File: src/rtl/vgs_pkg.sv
package vgs_pkg;

  localparam int ELEM_W = 32;

  typedef enum logic [1:0] {
    FMT_W32 = 2'd0,
    FMT_I8  = 2'd1,
    FMT_I16 = 2'd2,
    FMT_F16 = 2'd3
  } fmt_e;

  // Exact widening of a half-precision value to single precision.
  function automatic logic [31:0] half_to_single(input logic [15:0] h);
    logic        s;
    logic [4:0]  e;
    logic [9:0]  m;
    logic [3:0]  lead;
    logic [10:0] nrm;
    logic [31:0] r;
    s    = h[15];
    e    = h[14:10];
    m    = h[9:0];
    lead = '0;
    nrm  = '0;
    if (e == 5'h1F) begin
      r = (m == 10'h0) ? {s, 8'hFF, 23'h0} : {s, 8'hFF, 1'b1, m[8:0], 13'h0};
    end else if (e != 5'h0) begin
      r = {s, ({3'b000, e} + 8'd112), m, 13'h0};
    end else if (m == 10'h0) begin
      r = {s, 31'h0};
    end else begin
      for (int i = 0; i < 10; i++) begin
        if (m[i]) lead = 4'(i);
      end
      nrm = {1'b0, m} << (4'd10 - lead);
      r   = {s, ({4'b0000, lead} + 8'd103), nrm[9:0], 13'h0};
    end
    return r;
  endfunction

  // Single to half, rounding toward zero; overflow to infinity.
  function automatic logic [15:0] single_to_half(input logic [31:0] f);
    logic        s;
    logic [7:0]  e;
    logic [22:0] m;
    logic [23:0] sig;
    logic [15:0] r;
    s   = f[31];
    e   = f[30:23];
    m   = f[22:0];
    sig = '0;
    if (e == 8'hFF) begin
      r = (m == 23'h0) ? {s, 5'h1F, 10'h0} : {s, 5'h1F, 10'h200};
    end else if (e > 8'd142) begin
      r = {s, 5'h1F, 10'h0};
    end else if (e >= 8'd113) begin
      r = {s, 5'(e - 8'd112), m[22:13]};
    end else if (e >= 8'd103) begin
      sig = {1'b1, m} >> (8'd126 - e);
      r   = {s, 5'd0, sig[9:0]};
    end else begin
      r = {s, 15'h0};
    end
    return r;
  endfunction

endpackage

File: src/rtl/vgs_lane_pick.sv
module vgs_lane_pick #(
  parameter int N = 16
) (
  input  logic [N-1:0]         req,
  output logic                 any,
  output logic [$clog2(N)-1:0] idx,
  output logic [N-1:0]         onehot
);
  always_comb begin
    any    = |req;
    idx    = '0;
    onehot = '0;
    for (int i = N - 1; i >= 0; i--) begin
      if (req[i]) begin
        idx    = ($clog2(N))'(i);
        onehot = N'(1) << i;
      end
    end
  end
endmodule

File: src/rtl/vgs_widen.sv
module vgs_widen
  import vgs_pkg::*;
(
  input  fmt_e        fmt,
  input  logic        sgn,
  input  logic [31:0] word,
  output logic [31:0] elem
);
  always_comb begin
    unique case (fmt)
      FMT_I8:  elem = sgn ? {{24{word[7]}}, word[7:0]} : {24'h0, word[7:0]};
      FMT_I16: elem = sgn ? {{16{word[15]}}, word[15:0]} : {16'h0, word[15:0]};
      FMT_F16: elem = half_to_single(word[15:0]);
      default: elem = word;
    endcase
  end
endmodule

File: src/rtl/vgs_narrow.sv
module vgs_narrow
  import vgs_pkg::*;
(
  input  fmt_e        fmt,
  input  logic [31:0] elem,
  output logic [31:0] word
);
  always_comb begin
    unique case (fmt)
      FMT_I8:  word = {24'h0, elem[7:0]};
      FMT_I16: word = {16'h0, elem[15:0]};
      FMT_F16: word = {16'h0, single_to_half(elem)};
      default: word = elem;
    endcase
  end
endmodule

File: src/rtl/vgs_unit.sv
module vgs_unit
  import vgs_pkg::*;
#(
  parameter int LANES  = 16,
  parameter int AW     = 10,
  parameter int RD_LAT = 2
) (
  input  logic                     clk,
  input  logic                     rst_n,
  input  logic                     start,
  input  logic                     is_scatter,
  input  logic [1:0]               fmt,
  input  logic                     sgn_ext,
  input  logic [LANES-1:0]         lane_mask,
  input  logic [LANES*AW-1:0]      lane_addr,
  input  logic [LANES*ELEM_W-1:0]  vr_rdata,
  output logic                     busy,
  output logic                     done,
  output logic [LANES*ELEM_W-1:0]  vr_wdata,
  output logic [LANES-1:0]         vr_wen,
  output logic                     mem_req,
  output logic                     mem_we,
  output logic [AW-1:0]            mem_addr,
  output logic [ELEM_W-1:0]        mem_wdata,
  input  logic [ELEM_W-1:0]        mem_rdata
);
  localparam int EW = ELEM_W;
  localparam int LW = $clog2(LANES);
  localparam logic [RD_LAT-1:0] PIPE_HEAD = RD_LAT'(1) << (RD_LAT - 1);

  // operation state
  logic             busy_q, done_q, op_sc_q, sgn_q;
  fmt_e             fmt_q;
  logic [LANES-1:0] pend_q, mask_q, wen_q;
  logic [AW-1:0]    addr_q [LANES];
  logic [EW-1:0]    data_q [LANES];
  logic [EW-1:0]    res_q  [LANES];
  logic [RD_LAT-1:0] pv_q;
  logic [LW-1:0]    pl_q [RD_LAT];

  // lane selection
  logic             pick_any;
  logic [LW-1:0]    pick_idx;
  logic [LANES-1:0] pick_oh;

  vgs_lane_pick #(.N(LANES)) u_pick (
    .req    (pend_q),
    .any    (pick_any),
    .idx    (pick_idx),
    .onehot (pick_oh)
  );

  // named internal events
  logic accept_ev, zero_ev, issue_ev, last_issue, cap_ev, finish_ev;
  assign accept_ev  = start && !busy_q;
  assign zero_ev    = accept_ev && (lane_mask == '0);
  assign issue_ev   = busy_q && pick_any;
  assign last_issue = issue_ev && ((pend_q & ~pick_oh) == '0);
  assign cap_ev     = pv_q[RD_LAT-1];
  assign finish_ev  = busy_q && (op_sc_q ? last_issue
                                         : (cap_ev && ((pv_q & ~PIPE_HEAD) == '0) && (pend_q == '0)));

  // format conversion
  logic [EW-1:0] wid_elem, nar_word;

  vgs_widen u_wid (
    .fmt  (fmt_q),
    .sgn  (sgn_q),
    .word (mem_rdata),
    .elem (wid_elem)
  );

  vgs_narrow u_nar (
    .fmt  (fmt_q),
    .elem (data_q[pick_idx]),
    .word (nar_word)
  );

  // control
  always_ff @(posedge clk) begin
    if (!rst_n) begin
      busy_q  <= 1'b0;
      done_q  <= 1'b0;
      op_sc_q <= 1'b0;
      sgn_q   <= 1'b0;
      fmt_q   <= FMT_W32;
      pend_q  <= '0;
      mask_q  <= '0;
      wen_q   <= '0;
      pv_q    <= '0;
    end else begin
      done_q <= zero_ev || finish_ev;
      wen_q  <= (finish_ev && !op_sc_q) ? mask_q : '0;
      pv_q   <= (pv_q << 1) | RD_LAT'(issue_ev && !op_sc_q);
      if (accept_ev) begin
        busy_q  <= (lane_mask != '0);
        pend_q  <= lane_mask;
        mask_q  <= lane_mask;
        op_sc_q <= is_scatter;
        sgn_q   <= sgn_ext;
        fmt_q   <= fmt_e'(fmt);
      end else begin
        if (issue_ev)  pend_q <= pend_q & ~pick_oh;
        if (finish_ev) busy_q <= 1'b0;
      end
    end
  end

  // operand capture, read tag pipeline, result assembly
  always_ff @(posedge clk) begin
    if (accept_ev) begin
      for (int i = 0; i < LANES; i++) begin
        addr_q[i] <= lane_addr[i*AW +: AW];
        data_q[i] <= vr_rdata[i*EW +: EW];
      end
    end
    pl_q[0] <= pick_idx;
    for (int i = 1; i < RD_LAT; i++) begin
      pl_q[i] <= pl_q[i-1];
    end
    if (cap_ev) begin
      res_q[pl_q[RD_LAT-1]] <= wid_elem;
    end
  end

  // outputs
  for (genvar g = 0; g < LANES; g++) begin : g_out
    assign vr_wdata[g*EW +: EW] = res_q[g];
  end

  assign busy      = busy_q;
  assign done      = done_q;
  assign vr_wen    = wen_q;
  assign mem_req   = issue_ev;
  assign mem_we    = op_sc_q;
  assign mem_addr  = addr_q[pick_idx];
  assign mem_wdata = nar_word;

endmodule

File: config.mk
export PLATFORM = sky130hd
export DESIGN_NAME = vgs_unit
export DESIGN_NICKNAME = d
export VERILOG_FILES = /design/src/rtl/vgs_pkg.sv /design/src/rtl/vgs_lane_pick.sv /design/src/rtl/vgs_widen.sv /design/src/rtl/vgs_narrow.sv /design/src/rtl/vgs_unit.sv
export SDC_FILE = /design/constraint.sdc
export NUM_CORES = 1
export LEC_CHECK = 0
export BUFFER_PORTS_ARGS = -buffer_cell sky130_fd_sc_hd__buf_4
export CAP_MARGIN = 20
export CORE_AREA = 2 2 507 509
export DETAILED_ROUTE_END_ITERATION = 12
export DIE_AREA = 0 0 509 511
export SYNTH_ARGS = -nofsm -noshare
export SYNTH_HDL_FRONTEND = slang
export SYNTH_SLANG_ARGS = --single-unit
File: constraint.sdc
create_clock -name clk -period 43.6 [get_ports clk]
set_input_delay 13.08 -clock clk [delete_from_list [all_inputs] [get_ports clk]]
set_output_delay 13.08 -clock clk [all_outputs]
set_load 0.03 [all_outputs]
[Yosys cells after proc, flatten, opt, wreduce, memory -nomap -nowiden]
Memory sizes are Yosys's and may differ from the RTL's.
Index checks and enable logic that the tools add are counted.
Storage, ports and cells
  bits of input ports: 727
  RAM bits: 1192
  memories: 4
  bits in registers: 56
  output and inout bits: 574
Memory list
  data_q: words 16, bits a word 32, read ports 1, clocked after Yosys merged registers in 0, write ports 16, RTL line vgs_unit.sv:36  | logic [EW-1:0] data_q [LANES];
  res_q: words 16, bits a word 32, read ports 16, clocked after Yosys merged registers in 0, write ports 1, RTL line vgs_unit.sv:37  | logic [EW-1:0] res_q [LANES];
  addr_q: words 16, bits a word 10, read ports 1, clocked after Yosys merged registers in 0, write ports 16, RTL line vgs_unit.sv:35  | logic [AW-1:0] addr_q [LANES];
  pl_q: words 2, bits a word 4, read ports 2, clocked after Yosys merged registers in 0, write ports 2, RTL line vgs_unit.sv:39  | logic [LW-1:0] pl_q [RD_LAT];
Operators by class
  $add $sub $neg: 5
  multiplexer cells: 67
  equality and inequality tests: 5
  shift-type cells: 2
  reduce and logical (&&, ||, !) cells: 24
  magnitude comparators: 3
  bitwise logic cells: 3
Operators by type and width (number)
  two-way mux 16 bit: 18
  one-hot mux 32 bit (3 select lines): 2
  two-way mux 31 bit: 3
  two-way mux 4 bit: 22
  two-way mux 32 bit: 2
  logical NOT 16 bit: 3
  two-way mux 15 bit: 3
  >> shifter 24 x 8 -> 10 bit: 1
  logical NOT 23 bit: 1
  two-way mux 23 bit: 1
  two-way mux 10 bit: 2
  bitwise AND 16 bit: 1
  greater-or-equal comparator 8 x 7 -> 1 bit (second input constant): 2
  inverter 16 bit: 1
  nonzero test 16 bit: 1
  OR reduction 16 bit: 1
  two-way mux 3 bit: 4
  logical NOT 10 bit: 1
  left shift 10 x 4 -> 10 bit: 1
  logical AND 1 bit: 9
  adder 4 x 7 -> 8 bit (second input constant): 1
  adder 5 x 7 -> 8 bit (second input constant): 1
  == test 8 bit (second input constant): 1
  > comparator 8 bit (second input constant): 1
  other kinds (15): 26

[Logic depth before layout (Yosys ltp)]
  depth after elaboration: 24
  depth in mapped cells: 21
  gate-level depth less buffers: 17

[Cells and area by module]
Synthesis repeated with hierarchy kept, for this count alone.
Second synthesis, totals
  cell total of the unflattened synthesis: 2256
  area, all modules: 46600.9 µm²
By module, submodules not included
  vgs_unit: sequential area each 36835.3 µm², area an instance 42938.7 µm², times used 1, cells each 1722
  vgs_narrow: sequential area each 0.0 µm², area an instance 2016.9 µm², times used 1, cells each 270
  vgs_widen: sequential area each 0.0 µm², area an instance 1301.2 µm², times used 1, cells each 212
  vgs_lane_pick: sequential area each 0.0 µm², area an instance 344.1 µm², times used 1, cells each 52

[Worst setup path after synthesis]
No wires, ideal clock.
  path type: input to register
  start: input port start
  end: register mask_q[10]
  arrival time: 33.403 ns
  cell stages on the path: 8
  required time: 43.466 ns
  slack: 10.063 ns
  path buffers: 4
  setup time: 0.134 ns
  cells stage by stage: clkbuf_1 -> nand2b_1 -> clkbuf_1 -> inv_1 -> clkbuf_1 -> buf_1 -> nand2_1 -> a21boi_0
Between the ends
  longest elaborated chain between the ends: 1
RTL lines
  from (decl): RTL line vgs_unit.sv:10  | input logic start,
  logical AND 1 bit: RTL line vgs_unit.sv:55  | assign accept_ev = start && !busy_q;
  net accept_ev: RTL line vgs_unit.sv:54  | logic accept_ev, zero_ev, issue_ev, last_issue, cap_ev, finish_ev;
  to (signal assigned): RTL line vgs_unit.sv:98  | mask_q <= lane_mask;
  to (decl): RTL line vgs_unit.sv:34  | logic [LANES-1:0] pend_q, mask_q, wen_q;
The timed path passes the listed nets, and every way through them passes these cells.
A chain may end at the register's enable or synchronous reset.

[Final worst setup path]
  start: register pend_q[0]
  end: output port mem_wdata[2]
Between the ends
  longest elaborated chain between the ends: 9
  elaborated cells between the ends (all ways): 13
  those cells by class: add/sub (1); order compare (3); eq/ne (1); shift (1); mux (6); memory (1)
RTL lines
  from (decl): RTL line vgs_unit.sv:34
  from (signal assigned): RTL line vgs_unit.sv:97  | pend_q <= lane_mask;
  from (signal assigned): RTL line vgs_unit.sv:103  | if (issue_ev) pend_q <= pend_q & ~pick_oh;
  two-way mux 4 bit *: RTL line vgs_lane_pick.sv:14  | if (req[i]) begin
  memory read (16 x 32 bit) *
  subtractor 7 x 8 -> 8 bit: RTL line vgs_pkg.sv:59  | sig = {1'b1, m} >> (8'd126 - e);
  >> shifter 24 x 8 -> 10 bit: RTL line vgs_pkg.sv:59
  two-way mux 10 bit: RTL line vgs_pkg.sv:58  | end else if (e >= 8'd103) begin
  two-way mux 15 bit: RTL line vgs_pkg.sv:56  | end else if (e >= 8'd113) begin
  two-way mux 15 bit: RTL line vgs_pkg.sv:54  | end else if (e > 8'd142) begin
  two-way mux 15 bit: RTL line vgs_pkg.sv:52  | if (e == 8'hFF) begin
  one-hot mux 32 bit (3 select lines) *: RTL line vgs_narrow.sv:9  | unique case (fmt)
  to (decl): RTL line vgs_unit.sv:24  | output logic [ELEM_W-1:0] mem_wdata,
Mark *: on every way between the ends. The rest lies on a longest branch, timed or not.

==> out/metrics.yaml <==
hold_path:
  holdPathEnd: "pl_q[0][5]$_DFF_P_"
  min_path_cells: 0
  hp-start: "pl_q[0][1]$_DFF_P_"
  min_path_type: "reg -> reg"
route:
  vias_per_cell: 4.11
  via_count: 31200
  drt_wl_total_um: 200000
  first_iter_violations: 2743
  drc_errors: 0
  firstDrtPassIters: 8
  antenna_left: 0
  wire_per_inst_um: 26.3
clock_network:
  htree_levels: 4
  clockRootBuffer: "clkbuf_16"
  cts_hold_buffers: 0
  cts_resized: 0
  post_cts.repair.setup_buffers: 0
  cts_tree: "yes"
  cts_buffer_depth: 3
  clk_pin_slew_ns: 0.06
  numCtsBuffers: 137
  clock-sinks: 1248
  clock_latency_ns: 0.79
worst_setup_path:
  critPathArrivalTime_ns: 7.98
  reg2reg_depth: 6
  path_class: "reg -> out"
  reg2reg_to: "data_q[3][4]$_DFFE_PP_"
  crit_fanout: 98
  critPathLaunchType: "register"
  end_kind: "output pin"
  rr_startpoint: "busy$_SDFFE_PN0P_"
  critPathRequiredTime_ns: 30.52
  reg2reg_slack_ns: 38.24
layout:
  mostFrequentLayoutCells: "1352 x buf_4, 1184 x edfxtp_1, 330 x nand2_1"
  areaGrowthSynthToFinish_pct: 39.6
  final_common_cell: "buf_4"
  drive_gt1_share_pct: 41.8
  nNetsFinal: 4805
  final_area_sq_mm: 0.0659
timing:
  hold_slack_ns: 0.326
  relSlewSlack_pct: 21.9
  hold_viol_final: 0
  setup_viol: 0
  setup_tns_ns: 0
  drv_slew: 0
  rsz0062_at_grt: "no"
  fmax_mhz: 47.5
  finalCritPeriodShare_pct: 48.3
  tightestPinTransition_ns: 1.17
  finClkSkew_ns: 0.0333
  fin_crit_ns: 21.06
floorplanning:
  fp-row-count: 186
  start_util_pct: 18.5
  coreArea_sq_mm: 0.255
  dieArea_sq_mm: 0.260
  ios: 1301
  chipHeight_um: 511
  die_x_um: 509
yosys:
  yosysSeqAreaShare_pct: 78.1
  synthFlopType: "edfxtp_1"
  synth_edf_count: 1184
  yosys.area.top_type: "edfxtp_1"
  yosys-top-cells-area: "edfxtp_1 75%, mux4_2 5.2%, dfxtp_1 2.7%, nand2_1 2.6%, nand3_1 1.5%"
  ys_ff_latch: 1248
  yosysTopAreaCellShare_pct: 75.4
  yosysWarningCount: 0
  synth_area_per_cell_sq_um: 17.3
  synth_fp_nets: 3455
  async_flop_share_pct: 0
  synth_area_sq_mm: 0.0472
  synth_cells: 2722
  synth_cell_types: 92
global_route:
  grt_overflow_total: 0
  grt_pass1_wl_um: 261000
  grt_pass1_vias: 30900
  antenna_found_initial: 65
  gr-usage-all-layers_pct: 14.7
  grt_max_degree: 144
power_and_ir_drop:
  p_int_mw: 2.30
  p_per_area_mw_per_mm2: 50.5
  p_sw_mw: 1.03
  p_leak_nw: 23.9
  p_seq_share_pct: 41.9
  p_clk_share_pct: 35.4
  comb_power_share_pct: 22.7
  vdd_drop_max_mv: 0.0370
  swShare_pct: 30.9
placement:
  placed_area_sq_mm: 0.0613
  place.port_buffers: 1300
  place_hpwl_um: 152000
  gp_congestion: 0.921
run_status:
  status: "complete, no violations"
flow_run:
  maxCapViolations: 0
cell type report:
type                            count  area, sq um
Clock inverter                     82          917
Inverter                           33          141
Tap cell                         3384         4230
Clock buffer                      167         3600
Fill cell                       26200       189000
Multi-Input combinational cell   1294         9800
Timing Repair Buffer             1358        10300
Sequential cell                  1248        36800
Antenna cell                       21         52.6
synth_stat cells, drive strengths merged (6+ instances only):
| master | number |
|---|---|
| a21boi | 37 |
| and3 | 32 |
| o31ai | 7 |
| xnor2 | 7 |
| a311oi | 26 |
| a41oi | 14 |
| clkbuf | 89 |
| a21oi | 48 |
| a21o | 6 |
| nor2b | 7 |
| a22o | 6 |
| o211ai | 23 |
| nor4 | 19 |
| ha | 6 |
| mux4 | 109 |
| a22oi | 56 |
| nor3 | 17 |
| o21a | 7 |
| mux2i | 56 |
| a2111oi | 6 |
| o21ai | 64 |
| nand2b | 13 |
| a211oi | 20 |
| a221o | 9 |
| nand3 | 146 |
| dfxtp | 64 |
| inv | 32 |
| edfxtp | 1184 |
| a31oi | 21 |
| o22ai | 9 |
| o41a | 15 |
| buf | 58 |
| nor2 | 73 |
| and2 | 37 |
| nand2 | 333 |
worst max-delay path by stage:
stage,startpoint,to,slack (ns)
floorplan,start,mask_q[10]$_SDFFE_PN0P_,10.06
global placement,pend_q[0]$_SDFFE_PN0P_,mem_wdata[2],22.82
detailed placement,pend_q[0]$_SDFFE_PN0P_,mem_wdata[2],22.92
CTS,pend_q[0]$_SDFFE_PN0P_,mem_wdata[2],22.02
global route,pend_q[2]$_SDFFE_PN0P_,mem_wdata[2],21.93
finish,pend_q[0]$_SDFFE_PN0P_,mem_wdata[2],22.54
stage by stage:
step	util, %	total power, mW	worst slack (ns)	cells
floorplan	-	1.87	10.06	2722
global placement	24.0	2.18	22.82	7313
detailed placement	24.0	2.19	22.92	7316
CTS	25.8	3.37	22.02	7565
global route	25.8	3.45	21.93	7573
finish	25.8	3.33	22.54	7587
sequential cells by signal (all words and copies together), names as in the netlist, 2 cells and up:
name and count:
addr_q 160, data_q 512, fmt_q 2, mask_q 16, pend_q 16, pl_q 8
pv_q 2, res_q 512, vr_wen 16
routing by layer:
metal / track usage (%) / wire (um)
met3: 3.90 / 15300
met5: 0 / 200
met4: 8.21 / 11100
met2: 25.8 / 101000
met1: 15.9 / 71800
kinds of logic (layout without fill, tap and decap cells):
| group | Yosys count | after routing | synth area share, % |
|---|---|---|---|
| mux | 167 | 167 | 6.45 |
| compound gates | 404 | 404 | 6.29 |
| simple gates | 706 | 706 | 7.14 |
| other cells | 0 | 21 | 0 |
| buf+inv | 180 | 1640 | 1.62 |
| fa+ha+maj | 8 | 8 | 0.202 |
| xor+xnor | 9 | 9 | 0.223 |
| flops | 1248 | 1248 | 78.1 |
worst max-delay path, cell delays in order (launching register included):
cell and delay, ns:
dfxtp_1 0.83, inv_1 0.21, o21a_1 0.28, nor2_8 0.16
buf_12 0.49, inv_4 0.45, mux4_2 0.56, a22oi_1 0.62
nand2_1 0.31, ha_1 0.38, buf_4 0.30, clkinv_1 0.60
mux4_2 0.67, mux2i_1 0.23, o21ai_0 0.12, o31ai_1 0.56
buf_4 0.34
power groups by stage:
stage,Sequential [mW],Clock (mW),Combinational (mW)
after global routing,1.40,1.25,0.803
after global placement,1.42,0,0.766
after floorplan,1.44,0,0.420
after detailed placement,1.42,0,0.768
after CTS,1.39,1.21,0.769
final,1.39,1.18,0.755
(Power assumes the default switching activity.)
